`config.mk`:
```
export PLATFORM = sky130hd
export DESIGN_NAME = trx_pin_switcher
export DESIGN_NICKNAME = d
export VERILOG_FILES = /design/src/rtl/trx_pkg.sv /design/src/rtl/trx_rst_sync.sv /design/src/rtl/trx_regfile.sv /design/src/rtl/trx_delay_fsm.sv /design/src/rtl/trx_bank_mux.sv /design/src/rtl/trx_pin_switcher.sv
export SDC_FILE = /design/constraint.sdc
export NUM_CORES = 1
export LEC_CHECK = 0
export BUFFER_PORTS_ARGS = -buffer_cell sky130_fd_sc_hd__buf_2
export CORE_MARGIN = 1.5
export CORE_UTILIZATION = 45
export DETAILED_ROUTE_END_ITERATION = 10
export PLACE_DENSITY_LB_ADDON = 0.12
export SYNTH_ARGS = -nofsm -noshare
export SYNTH_HDL_FRONTEND = slang
export SYNTH_SLANG_ARGS = --single-unit
```
`constraint.sdc`:
```
create_clock -name clk -period 29 [get_ports clk]
set_input_delay 2.9 -clock clk [delete_from_list [all_inputs] [get_ports clk]]
set_output_delay 2.9 -clock clk [all_outputs]
set_load 0.05 [all_outputs]
```
`src/rtl/trx_pkg.sv`:
```
package trx_pkg;

  // Shared transmit/receive state encoding.
  typedef enum logic {
    ST_RX = 1'b0,
    ST_TX = 1'b1
  } trx_state_e;

  // Address helpers for the write map; the stride of three per bank is fixed.
  function automatic int mask_addr(input int bank);
    return 3 * bank;
  endfunction

  function automatic int txval_addr(input int bank);
    return 3 * bank + 1;
  endfunction

  function automatic int rxval_addr(input int bank);
    return 3 * bank + 2;
  endfunction

  function automatic int io_addr(input int nbanks, input int bank);
    return 3 * nbanks + bank;
  endfunction

  function automatic int txdly_addr(input int nbanks);
    return 4 * nbanks;
  endfunction

  function automatic int rxdly_addr(input int nbanks);
    return 4 * nbanks + 1;
  endfunction

endpackage

```
`src/rtl/trx_rst_sync.sv`:
```
module trx_rst_sync #(
  parameter int STAGES = 2
) (
  input  logic clk,
  input  logic rst_n,
  output logic rst_sync_n
);

  logic [STAGES-1:0] sync_q;
  logic [STAGES-1:0] sync_d;

  always_comb begin
    sync_d = {sync_q[STAGES-2:0], 1'b1};
  end

  always_ff @(posedge clk or negedge rst_n) begin
    if (!rst_n) begin
      sync_q <= '0;
    end else begin
      sync_q <= sync_d;
    end
  end

  assign rst_sync_n = sync_q[STAGES-1];

endmodule

```
`src/rtl/trx_regfile.sv`:
```
module trx_regfile
  import trx_pkg::*;
#(
  parameter int NB = 4,
  parameter int PW = 16,
  parameter int DW = 16,
  parameter int AW = 5
) (
  input  logic             clk,
  input  logic             rst_n,
  input  logic             cfg_we,
  input  logic [AW-1:0]    cfg_addr,
  input  logic [PW-1:0]    cfg_wdata,
  output logic [NB*PW-1:0] mask_flat,
  output logic [NB*PW-1:0] txv_flat,
  output logic [NB*PW-1:0] rxv_flat,
  output logic [NB*PW-1:0] io_flat,
  output logic [DW-1:0]    tx_dly,
  output logic [DW-1:0]    rx_dly
);

  localparam logic [AW-1:0] A_TXDLY = AW'(txdly_addr(NB));
  localparam logic [AW-1:0] A_RXDLY = AW'(rxdly_addr(NB));

  for (genvar b = 0; b < NB; b++) begin : g_bank
    localparam logic [AW-1:0] A_MASK = AW'(mask_addr(b));
    localparam logic [AW-1:0] A_TXV  = AW'(txval_addr(b));
    localparam logic [AW-1:0] A_RXV  = AW'(rxval_addr(b));
    localparam logic [AW-1:0] A_IO   = AW'(io_addr(NB, b));

    logic [PW-1:0] mask_q, txv_q, rxv_q, io_q;
    logic          mask_en, txv_en, rxv_en, io_en;

    always_comb begin
      mask_en = cfg_we && (cfg_addr == A_MASK);
      txv_en  = cfg_we && (cfg_addr == A_TXV);
      rxv_en  = cfg_we && (cfg_addr == A_RXV);
      io_en   = cfg_we && (cfg_addr == A_IO);
    end

    always_ff @(posedge clk or negedge rst_n) begin
      if (!rst_n) begin
        mask_q <= '0;
        txv_q  <= '0;
        rxv_q  <= '0;
        io_q   <= '0;
      end else begin
        if (mask_en) mask_q <= cfg_wdata;
        if (txv_en)  txv_q  <= cfg_wdata;
        if (rxv_en)  rxv_q  <= cfg_wdata;
        if (io_en)   io_q   <= cfg_wdata;
      end
    end

    assign mask_flat[b*PW +: PW] = mask_q;
    assign txv_flat[b*PW +: PW]  = txv_q;
    assign rxv_flat[b*PW +: PW]  = rxv_q;
    assign io_flat[b*PW +: PW]   = io_q;
  end

  // Delay registers take the low DW bits of the write data (DW <= PW).
  logic tx_dly_en, rx_dly_en;

  always_comb begin
    tx_dly_en = cfg_we && (cfg_addr == A_TXDLY);
    rx_dly_en = cfg_we && (cfg_addr == A_RXDLY);
  end

  always_ff @(posedge clk or negedge rst_n) begin
    if (!rst_n) begin
      tx_dly <= '0;
      rx_dly <= '0;
    end else begin
      if (tx_dly_en) tx_dly <= cfg_wdata[DW-1:0];
      if (rx_dly_en) rx_dly <= cfg_wdata[DW-1:0];
    end
  end

endmodule

```
`src/rtl/trx_delay_fsm.sv`:
```
module trx_delay_fsm
  import trx_pkg::*;
#(
  parameter int DW = 16
) (
  input  logic          clk,
  input  logic          rst_n,
  input  logic          fifo_busy,
  input  logic [DW-1:0] tx_dly,
  input  logic [DW-1:0] rx_dly,
  output logic          tx_active
);

  trx_state_e    st_q, st_d;
  logic [DW-1:0] cnt_q, cnt_d;
  logic          st_en, cnt_en;
  logic          pending;
  logic [DW-1:0] limit;

  // The pending condition is the FIFO flag that opposes the current state.
  always_comb begin
    pending = (st_q == ST_RX) ? fifo_busy : !fifo_busy;
    limit   = (st_q == ST_RX) ? tx_dly : rx_dly;
  end

  always_comb begin
    st_d  = st_q;
    cnt_d = cnt_q;
    if (pending) begin
      if (cnt_q >= limit) begin
        st_d  = (st_q == ST_RX) ? ST_TX : ST_RX;
        cnt_d = '0;
      end else begin
        cnt_d = cnt_q + 1'b1;
      end
    end else begin
      cnt_d = '0;
    end
    st_en  = (st_d != st_q);
    cnt_en = (cnt_d != cnt_q);
  end

  always_ff @(posedge clk or negedge rst_n) begin
    if (!rst_n) begin
      st_q  <= ST_RX;
      cnt_q <= '0;
    end else begin
      if (st_en)  st_q  <= st_d;
      if (cnt_en) cnt_q <= cnt_d;
    end
  end

  assign tx_active = (st_q == ST_TX);

endmodule

```
`src/rtl/trx_bank_mux.sv`:
```
module trx_bank_mux #(
  parameter int PW = 16
) (
  input  logic          tx_active,
  input  logic [PW-1:0] mask,
  input  logic [PW-1:0] txv,
  input  logic [PW-1:0] rxv,
  input  logic [PW-1:0] io,
  output logic [PW-1:0] pins
);

  logic [PW-1:0] auto_val;

  always_comb begin
    auto_val = tx_active ? txv : rxv;
    for (int i = 0; i < PW; i++) begin
      pins[i] = mask[i] ? auto_val[i] : io[i];
    end
  end

endmodule

```
`src/rtl/trx_pin_switcher.sv`:
```
module trx_pin_switcher #(
  parameter int NB = 4,
  parameter int PW = 16,
  parameter int DW = 16,
  localparam int AW = $clog2(4 * NB + 2)
) (
  input  logic             clk,
  input  logic             rst_n,
  input  logic             cfg_we,
  input  logic [AW-1:0]    cfg_addr,
  input  logic [PW-1:0]    cfg_wdata,
  input  logic             fifo_busy,
  output logic             tx_active,
  output logic [NB*PW-1:0] pins_o
);

  logic             rst_sync_n;
  logic [NB*PW-1:0] mask_flat, txv_flat, rxv_flat, io_flat;
  logic [DW-1:0]    tx_dly, rx_dly;

  trx_rst_sync #(.STAGES(2)) rst_i (
    .clk        (clk),
    .rst_n      (rst_n),
    .rst_sync_n (rst_sync_n)
  );

  trx_regfile #(.NB(NB), .PW(PW), .DW(DW), .AW(AW)) regs_i (
    .clk       (clk),
    .rst_n     (rst_sync_n),
    .cfg_we    (cfg_we),
    .cfg_addr  (cfg_addr),
    .cfg_wdata (cfg_wdata),
    .mask_flat (mask_flat),
    .txv_flat  (txv_flat),
    .rxv_flat  (rxv_flat),
    .io_flat   (io_flat),
    .tx_dly    (tx_dly),
    .rx_dly    (rx_dly)
  );

  trx_delay_fsm #(.DW(DW)) fsm_i (
    .clk       (clk),
    .rst_n     (rst_sync_n),
    .fifo_busy (fifo_busy),
    .tx_dly    (tx_dly),
    .rx_dly    (rx_dly),
    .tx_active (tx_active)
  );

  for (genvar b = 0; b < NB; b++) begin : g_mux
    trx_bank_mux #(.PW(PW)) mux_i (
      .tx_active (tx_active),
      .mask      (mask_flat[b*PW +: PW]),
      .txv       (txv_flat[b*PW +: PW]),
      .rxv       (rxv_flat[b*PW +: PW]),
      .io        (io_flat[b*PW +: PW]),
      .pins      (pins_o[b*PW +: PW])
    );
  end

endmodule

```
==> flow_metrics.py, run 1 <==
metrics = {
    "yosys": {
        "synth-async-reset-ratio_pct": 100,
        "syn_nets": 1018,
        "yosys_warnings": 0,
        "synthCells": 976,
        "netlist_area_um2": 13500,
        "synth_flop_cell": "dfrtp_1",
        "yosysUniqueCellTypes": 40,
        "ys_seq_area_share_pct": 56.8,
        "avgSynthCellArea_um2": 13.9,
        "synth_seq_cells": 307,
        "synth-edff-count": 0,
    },
    "final_layout": {
        "nets": 1100,
        "post-route-cell-area_um2": 15300,
        "fillers": 2590,
        "drive_above_1_share_pct": 42.6,
        "most-common-layout-cells": "305 x dfrtp_1, 287 x mux2_2, 89 x buf_2",
        "post-route-util_pct": 51.6,
        "finalNonFillerCells": 1471,
        "final_common_cell": "dfrtp_1",
        "areaGrowthSynthToFinish_pct": 13.0,
    },
    "sta": {
        "finalSetupViolations": 0,
        "fmax_mhz": 171,
        "fin_setup_tns_ns": 0,
        "finClkSkew_ns": 0.00987,
        "holdWs_ns": 0.354,
        "layout_min_cycle_time_ns": 5.85,
        "rsz0062_at_grt": "no",
        "drv_slew": 0,
        "max-slew-margin-rel_pct": 32.1,
        "period_share_pct": 20.2,
        "finalHoldViolCount": 0,
        "tightest_slew_ns": 1.02,
    },
    "cts": {
        "cts_made_buffers": 35,
        "post_cts_buffers": 0,
        "cts_hold_buffers": 0,
        "cts_tree": "yes",
        "worstSkewPairLatency_ns": 0.51,
        "clock_sinks": 307,
        "cts_root_buf": "clkbuf_16",
        "cts-resized-gates": 0,
        "cts.path.max_buffers": 3,
        "cts-htree-levels": 2,
        "clkTransAtPathRegs_ns": 0.06,
    },
    "detailed_routing": {
        "wl_um": 28300,
        "post-route-drc-count": 0,
        "drtIter0Drc": 410,
        "ant_nets": 0,
        "wl_per_cell_um": 19.3,
        "viasPerCell": 5.37,
        "dr.pass1.iters": 4,
        "num_vias": 7906,
    },
    "status": {
        "outcome": "finished clean",
    },
    "worst_setup_path": {
        "cp-end-kind": "primary output",
        "cp_max_fo": 53,
        "cp-start-kind": "flop",
        "critPathKind": "flop to primary output",
        "crit_arrival_ns": 2.95,
        "crit_required_ns": 26.10,
    },
    "flow_run": {
        "maxCapViolCount": 0,
    },
    "die": {
        "row_count": 63,
        "fp.dieArea_um2": 31100,
        "core_um2": 29600,
        "die_height_um": 176,
        "die_w_um": 176,
        "io_pins": 90,
        "start_util_pct": 45.6,
    },
    "placed_design": {
        "dpl.cell_count": 1411,
        "dpl_cell_area_um2": 14200,
        "hpwl_um": 17900,
        "routabilityCongestion": 0.722,
        "port_buffers": 89,
    },
    "pwr": {
        "peakVddDrop_uv": 69.0,
        "power_leakage_nw": 7.35,
        "power.density_nw_per_um2": 88.3,
    },
    "grt": {
        "grt_overflow": 0,
        "antenna_found_initial": 4,
        "grt_pass1_wl_um": 45700,
        "first_global_vias": 8051,
        "track_usage_pct": 18.8,
        "grt_max_degree": 182,
    },
    "hold_path": {
        "hold_class": "flop to flop",
    },
}
## cells in the mapped netlist (2+ instances only)
cell | number | area [um2]
nor2_1 | 81 | 304
nand4_1 | 7 | 43.8
nor2b_4 | 3 | 41.3
buf_2 | 18 | 90.1
and4_1 | 3 | 26.3
nand2_2 | 9 | 56.3
buf_4 | 3 | 22.5
o21ai_0 | 3 | 15.0
xnor2_1 | 2 | 17.5
xor2_1 | 13 | 114
and2_1 | 2 | 12.5
inv_1 | 2 | 7.51
nand4_2 | 3 | 37.5
mux2i_1 | 79 | 791
a21oi_1 | 68 | 340
mux2_2 | 287 | 3230
dfrtp_1 | 307 | 7680
nand3_1 | 8 | 40.0
clkbuf_1 | 18 | 67.6
ha_1 | 17 | 213
and3_1 | 2 | 12.5
nor2_2 | 3 | 18.8
nand2_1 | 9 | 33.8
buf_6 | 9 | 101
nor2b_1 | 3 | 18.8
mux2_4 | 3 | 45.0
## stage by stage
stage,worst slack [ns],power [W]
after detailed placement,23.60,0.000952
after CTS,23.06,0.00137
after floorplan,19.81,0.000864
final,23.15,0.00135
after global routing,22.99,0.00142
after global placement,23.61,0.000946
## worst max-delay path, stage by stage (launching register included)
cell and delay, ns:
dfrtp_4 1.07, buf_4 0.65, mux2i_1 0.15, a21oi_1 0.23, buf_2 0.31
## kinds of logic (layout without fill, tap and decap cells)
family          count (synthesis)  after routing  synth area share (%)
compound gates                 75             75                  2.92
other cells                     1              4                0.0277
mux                           369            369                  30.1
buf+inv                        52            154                  2.28
flops                         307            307                  56.8
xor+xnor                       15             15                 0.972
fa+ha+maj                      17             17                  1.57
simple gates                  140            140                  5.33
## flip-flops by register name, summed over array words and instances (netlist names), 2 cells and up
name                  flops
rst_i.sync_q              2
fsm_i.cnt_q              16
regs_i.g_bank.txv_q      64
regs_i.rx_dly            16
regs_i.tx_dly            16
regs_i.g_bank.rxv_q      64
regs_i.g_bank.io_q       64
regs_i.g_bank.mask_q     64
## final timing paths
kind	startpoint	endpoint	slack, ns	cells after the start
min in group asynchronous	rst_i.sync_q[1]	regs_i.g_bank[0].io_q[2]	0.39	0
max in group asynchronous	rst_n	rst_i.sync_q[1]	26.72	1
max reg2reg	fsm_i.tx_active	fsm_i.cnt_q[14]	25.44	8
min	rst_i.sync_q[0]	rst_i.sync_q[1]	0.35	0
min reg2reg	rst_i.sync_q[0]	rst_i.sync_q[1]	0.35	0
max	fsm_i.tx_active	pins_o[25]	23.15	4
## area by class of cell
| type | instances | area (um2) | share of cell area, % |
|---|---|---|---|
| Antenna cell | 3 | 7.51 | 0.0491 |
| Clock buffer | 49 | 978 | 6.40 |
| Clock inverter | 8 | 78.8 | 0.516 |
| Inverter | 2 | 7.51 | 0.0491 |
| Multi-Input combinational cell | 617 | 5530 | 36.2 |
| Sequential cell | 307 | 7690 | 50.3 |
| Tap cell | 390 | 488 | 3.19 |
| Timing Repair Buffer | 95 | 503 | 3.29 |
## layer usage
| layer | global-route usage (%) | wire length (um) | up-vias |
|---|---|---|---|
| li1 | - | - | 3650 |
| met1 | 26.9 | 13700 | 4075 |
| met2 | 29.8 | 12800 | 132 |
| met3 | 3.14 | 1170 | 47 |
| met4 | 5.08 | 602 | 2 |
| met5 | 0 | 13 | - |
## power breakdown
group	internal, W	switching (W)	total [W]
registers	0.000510	0.0000679	0.000578
logic	0.000143	0.000217	0.000361
clock network	0.000244	0.000168	0.000412
Note: power is estimated with default switching activity, not from simulation.
==> inputs of run 2 (changes only) <==
==> constraint.sdc (replaced) <==
create_clock -name clk -period 5.59 [get_ports clk]
set_input_delay 0.559 -clock clk [delete_from_list [all_inputs] [get_ports clk]]
set_output_delay 0.559 -clock clk [all_outputs]
set_load 0.05 [all_outputs]
==> flow_metrics.py, run 2 (synthesis gave the netlist of run 1 again) <==
metrics = {
    "grt": {
        "track_usage_pct": 19.1,
        "antenna_found_initial": 0,
        "grt_overflow": 0,
        "first_global_vias": 8159,
        "grt_pass1_wl_um": 46100,
        "grt_max_degree": 106,
    },
    "final_layout": {
        "most-common-layout-cells": "305 x dfrtp_1, 287 x mux2_2, 89 x buf_2",
        "fillers": 2595,
        "drive_above_1_share_pct": 42.7,
        "antennaDiodeCount": 0,
        "nets": 1103,
        "final_common_cell": "dfrtp_1",
        "areaGrowthSynthToFinish_pct": 13.7,
        "finalNonFillerCells": 1474,
    },
    "placed_design": {
        "port_buffers": 89,
        "dpl.cell_count": 1413,
        "hpwl_um": 18000,
        "routabilityCongestion": 0.757,
    },
    "cts": {
        "cts-resized-gates": 0,
        "cts_made_buffers": 35,
        "cts_root_buf": "clkbuf_16",
        "clock_sinks": 307,
        "cts.path.max_buffers": 3,
        "cts_hold_buffers": 1,
        "worstSkewPairLatency_ns": 0.51,
        "post_cts_buffers": 0,
        "cts_tree": "yes",
        "cts-htree-levels": 2,
        "clkTransAtPathRegs_ns": 0.06,
    },
    "detailed_routing": {
        "viasPerCell": 5.32,
        "num_vias": 7840,
        "ant_nets": 0,
        "post-route-drc-count": 0,
        "dr.pass1.iters": 4,
        "drtIter0Drc": 247,
        "wl_um": 28300,
        "wl_per_cell_um": 19.2,
    },
    "die": {
        "io_pins": 90,
        "start_util_pct": 45.6,
        "die_height_um": 176,
        "row_count": 63,
        "core_um2": 29600,
        "die_w_um": 176,
        "fp.dieArea_um2": 31100,
    },
    "sta": {
        "finalHoldViolCount": 0,
        "layout_min_cycle_time_ns": 3.68,
        "finClkSkew_ns": 0.0237,
        "tightest_slew_ns": 1.22,
        "max-slew-margin-rel_pct": 18.9,
        "period_share_pct": 65.8,
        "fin_setup_tns_ns": 0,
        "fmax_mhz": 272,
        "drv_slew": 0,
        "finalSetupViolations": 0,
        "rsz0062_at_grt": "no",
    },
    "worst_setup_path": {
        "critPathKind": "flop to primary output",
        "cp-end-kind": "primary output",
        "crit_required_ns": 5.03,
        "crit_arrival_ns": 3.12,
        "cp_max_fo": 46,
        "cp-start-kind": "flop",
    },
    "pwr": {
        "power_leakage_nw": 7.39,
        "power.density_nw_per_um2": 462,
        "peakVddDrop_uv": 263,
    },
    "flow_run": {
        "maxCapViolCount": 0,
    },
    "status": {
        "outcome": "finished clean",
    },
    "hold_path": {
        "hold_class": "input pin to flop",
    },
}
## run 2: cell count changes in the layout (fill, tap and decap cells not counted)
cell           before  now
clkbuf_16          35   37
clkbuf_8            5    8
buf_4               5    7
dlygate4sd3_1       0    1
diode_2             3    0
inv_6               3    0
clkbuf_1            9   10
## run 2: cell type report
| cell class | count | area [um2] | area share (%) |
|---|---|---|---|
| Clock buffer | 55 | 1070 | 6.98 |
| Clock inverter | 5 | 52.6 | 0.342 |
| Inverter | 2 | 7.51 | 0.0488 |
| Multi-Input combinational cell | 617 | 5530 | 36.0 |
| Sequential cell | 307 | 7690 | 50.0 |
| Tap cell | 390 | 488 | 3.17 |
| Timing Repair Buffer | 98 | 528 | 3.44 |
## run 2: metal layers
metal | share of wire (%) | routed length (um) | vias up | global-route usage (%)
li1 | - | - | 3641 | -
met1 | 49 | 13900 | 4038 | 27.6
met2 | 45 | 12800 | 127 | 30.2
met3 | 4.3 | 1210 | 34 | 3.62
met4 | 1.4 | 386 | 0 | 3.95
met5 | 0 | 0 | - | 0
## run 2: worst paths after layout
path	start	end	slack (ns)	depth (start not counted)
max in group asynchronous	rst_i.sync_q[1]	fsm_i.tx_active	3.83	1
worst max register to register	fsm_i.tx_active	fsm_i.cnt_q[13]	2.32	8
min in group asynchronous	rst_n	rst_i.sync_q[1]	0.37	2
worst max-delay path	fsm_i.tx_active	pins_o[22]	1.91	5
worst min-delay path	fifo_busy	fsm_i.tx_active	0.34	2
worst min register to register	rst_i.sync_q[0]	rst_i.sync_q[1]	0.35	0
## run 2: power breakdown
group / switching (W) / internal, W / leakage, nW
Sequential: 0.000333 / 0.00264 / 3.94
Clock: 0.000860 / 0.00136 / 0.551
Combinational: 0.00116 / 0.000746 / 2.91
## run 2: through the flow
stage / area [um2] / hold slack [ns] / power (W) / util [%] / worst slack [ns]
2_1_floorplan: 13500 / 0.263 / 0.00448 / - / 0.566
3_3_place_gp: 14200 / 0.333 / 0.00492 / 48.0 / 2.38
3_5_place_dp: 14200 / 0.337 / 0.00495 / 48.0 / 2.31
4_1_cts: 15400 / 0.323 / 0.00720 / 51.9 / 1.82
5_1_grt: 15400 / 0.328 / 0.00748 / 51.9 / 1.71
6_report: 15400 / 0.337 / 0.00710 / 51.9 / 1.91
## run 2: worst max-delay path, stage by stage (launching register included)
cell,delay (ns)
dfrtp_4,0.98
buf_4,0.54
buf_4,0.38
mux2i_1,0.12
a21oi_1,0.22
buf_2,0.30
==> inputs of run 3 (changes only) <==
--- a/config.mk
+++ b/config.mk
@@ -5,6 +5,7 @@
 export SDC_FILE = /design/constraint.sdc
 export NUM_CORES = 1
 export LEC_CHECK = 0
+export ABC_AREA = 1
 export BUFFER_PORTS_ARGS = -buffer_cell sky130_fd_sc_hd__buf_2
 export CORE_MARGIN = 1.5
 export CORE_UTILIZATION = 45
==> constraint.sdc (replaced) <==
create_clock -name clk -period 3.8 [get_ports clk]
set_input_delay 0.38 -clock clk [delete_from_list [all_inputs] [get_ports clk]]
set_output_delay 0.38 -clock clk [all_outputs]
set_load 0.05 [all_outputs]
==> flow_metrics.py, run 3 <==
metrics = {
    "yosys": {
        "ys_seq_area_share_pct": 59.4,
        "ys_top_cells_by_area": "dfrtp_1 59%, nand2_1 14%, o21ai_0 8.3%",
        "synthCells": 1454,
        "syn_nets": 1496,
        "netlist_area_um2": 12900,
        "synth_common_cells": "477 x nand2_1, 307 x dfrtp_1, 214 x o21ai_0",
        "yosysTopAreaCell": "dfrtp_1",
        "synth-edff-count": 0,
        "synth-async-reset-ratio_pct": 100,
        "yosys_warnings": 0,
        "synth_flop_cell": "dfrtp_1",
        "yosysUniqueCellTypes": 26,
        "avgSynthCellArea_um2": 8.89,
        "synth.most_common_cell": "nand2_1",
        "synth_top_area_share_pct": 59.4,
        "synth_seq_cells": 307,
    },
    "grt": {
        "grt_pass1_wl_um": 53400,
        "grt_overflow": 0,
        "antenna_found_initial": 2,
        "first_global_vias": 9672,
        "grt_max_degree": 87,
        "track_usage_pct": 22.5,
    },
    "detailed_routing": {
        "viasPerCell": 5.22,
        "post-route-drc-count": 0,
        "wl_per_cell_um": 17.1,
        "drtIter0Drc": 738,
        "ant_nets": 0,
        "wl_um": 32600,
        "dr.pass1.iters": 5,
        "num_vias": 9932,
    },
    "cts": {
        "cts-resized-gates": 0,
        "worstSkewPairLatency_ns": 0.51,
        "cts_hold_buffers": 1,
        "cts_root_buf": "clkbuf_16",
        "cts.path.max_buffers": 3,
        "clkTransAtPathRegs_ns": 0.06,
        "cts_made_buffers": 35,
        "cts_tree": "yes",
        "post_cts_buffers": 0,
        "clock_sinks": 307,
        "cts-htree-levels": 2,
    },
    "worst_setup_path": {
        "r2r_end": "fsm_i.tx_active",
        "startpoint": "fsm_i.tx_active",
        "critPathKind": "flop to primary output",
        "cp-start-kind": "flop",
        "r2r-start": "fsm_i.tx_active",
        "cp-end-kind": "primary output",
        "r2r_setup_slack_ns": 1.23,
        "cp_max_fo": 64,
        "crit_arrival_ns": 2.89,
        "reg2reg_depth": 12,
        "crit_required_ns": 3.42,
    },
    "die": {
        "die_w_um": 173,
        "start_util_pct": 46.2,
        "fp.dieArea_um2": 29800,
        "row_count": 61,
        "core_um2": 28000,
        "io_pins": 90,
        "die_height_um": 173,
    },
    "sta": {
        "period_share_pct": 85.9,
        "layout_min_cycle_time_ns": 3.27,
        "fin_ws_ns": 0.535,
        "fin_setup_tns_ns": 0,
        "rsz0062_at_grt": "no",
        "tightest_slew_ns": 1.19,
        "finClkSkew_ns": 0.0131,
        "holdWs_ns": 0.127,
        "max-slew-margin-rel_pct": 20.2,
        "drv_slew": 0,
        "finalHoldViolCount": 0,
        "fmax_mhz": 306,
        "finalSetupViolations": 0,
    },
    "pwr": {
        "internal_power_w": 0.00664,
        "comb_power_share_pct": 25.4,
        "power.density_nw_per_um2": 695,
        "power_frac_clock_pct": 32.7,
        "power_leakage_nw": 7.07,
        "seq_power_share_pct": 41.9,
        "switchingPower_w": 0.00362,
        "sw_frac_of_total_pct": 35.3,
        "peakVddDrop_uv": 436,
    },
    "placed_design": {
        "port_buffers": 89,
        "hpwl_um": 20000,
        "post-place-ws_ns": 1.08,
        "routabilityCongestion": 0.823,
    },
    "final_layout": {
        "most-common-layout-cells": "477 x nand2_1, 305 x dfrtp_1, 214 x o21ai_0",
        "drive_above_1_share_pct": 10.7,
        "post-route-util_pct": 52.7,
        "final_common_cell": "nand2_1",
        "nets": 1547,
        "antennaDiodeCount": 0,
        "areaGrowthSynthToFinish_pct": 14.1,
    },
    "hold_path": {
        "hold_path.startpoint": "fifo_busy",
        "hold_class": "input pin to flop",
        "holdPathStages": 3,
        "min_to": "fsm_i.tx_active",
    },
    "flow_run": {
        "maxCapViolCount": 0,
    },
    "status": {
        "outcome": "finished clean",
    },
}
run 3: cell types whose count changed after synthesis, sizes merged, moves of 12 or more:
cell and change:
o21ai +293, inv +43, a31oi +63, buf +13
mux2 -290, xor2 -12, a21oi -58, nand2 +459
clkbuf +25, mux2i -64, nor2 +13
run 3: how the worst max path moves through the flow:
stage,endpoint,slack [ns],cells past startpoint
4_1_cts,pins_o[32],0.53,5
2_1_floorplan,fsm_i.cnt_q[0],0.75,0
3_3_place_gp,pins_o[32],1.10,5
6_report,pins_o[32],0.53,5
3_5_place_dp,pins_o[32],1.08,5
5_1_grt,pins_o[32],0.39,5
run 3: area by class of cell:
class | count | area, um2
Multi-Input combinational cell | 1014 | 4690
Sequential cell | 307 | 7690
Clock buffer | 50 | 1040
Timing Repair Buffer | 102 | 583
Tap cell | 378 | 473
Fill cell | 2684 | 13300
Inverter | 45 | 169
Clock inverter | 8 | 108
run 3: critical path, stage by stage, from the launching register on:
cell and delay (ns):
dfrtp_4 0.71, inv_2 0.12, buf_4 0.66, nand2_1 0.11, a31oi_1 0.40, buf_2 0.35
run 3: stage by stage:
step           cell area, um2  std cells  power [W]
3_5_place_dp            13600       1845    0.00697
5_1_grt                 14800       1904     0.0108
2_1_floorplan           12900       1454    0.00625
4_1_cts                 14800       1904     0.0104
3_3_place_gp            13600       1845    0.00693
6_report                14800       1904     0.0103
run 3: kinds of logic (layout without fill, tap and decap cells):
group | after synthesis | in the layout | share of synthesized area (%)
muxes | 15 | 15 | 1.16
buffers and inverters | 133 | 205 | 4.33
AOI/OAI and AO/OA | 373 | 373 | 15.1
xor gates and xnor gates | 1 | 1 | 0.0677
and+or+nand+nor | 607 | 607 | 18.2
other | 1 | 1 | 0.0290
DFF | 307 | 307 | 59.4
adders and majority gates | 17 | 17 | 1.65
run 3: power by group through the flow:
stage          registers, W  clock network, W  logic, W
4_1_cts             0.00430           0.00343   0.00264
5_1_grt             0.00439           0.00356   0.00289
3_3_place_gp        0.00434                 0   0.00259
2_1_floorplan       0.00423                 0   0.00203
6_report            0.00430           0.00336   0.00260
3_5_place_dp        0.00435                 0   0.00262
run 3: metal layers:
layer,share of wire (%),GRT usage [%],vias up
li1,-,-,4886
met4,2.1,5.74,4
met2,44,35.3,210
met1,49,32.1,4778
met5,0.071,0,-
met3,5.3,4.35,54
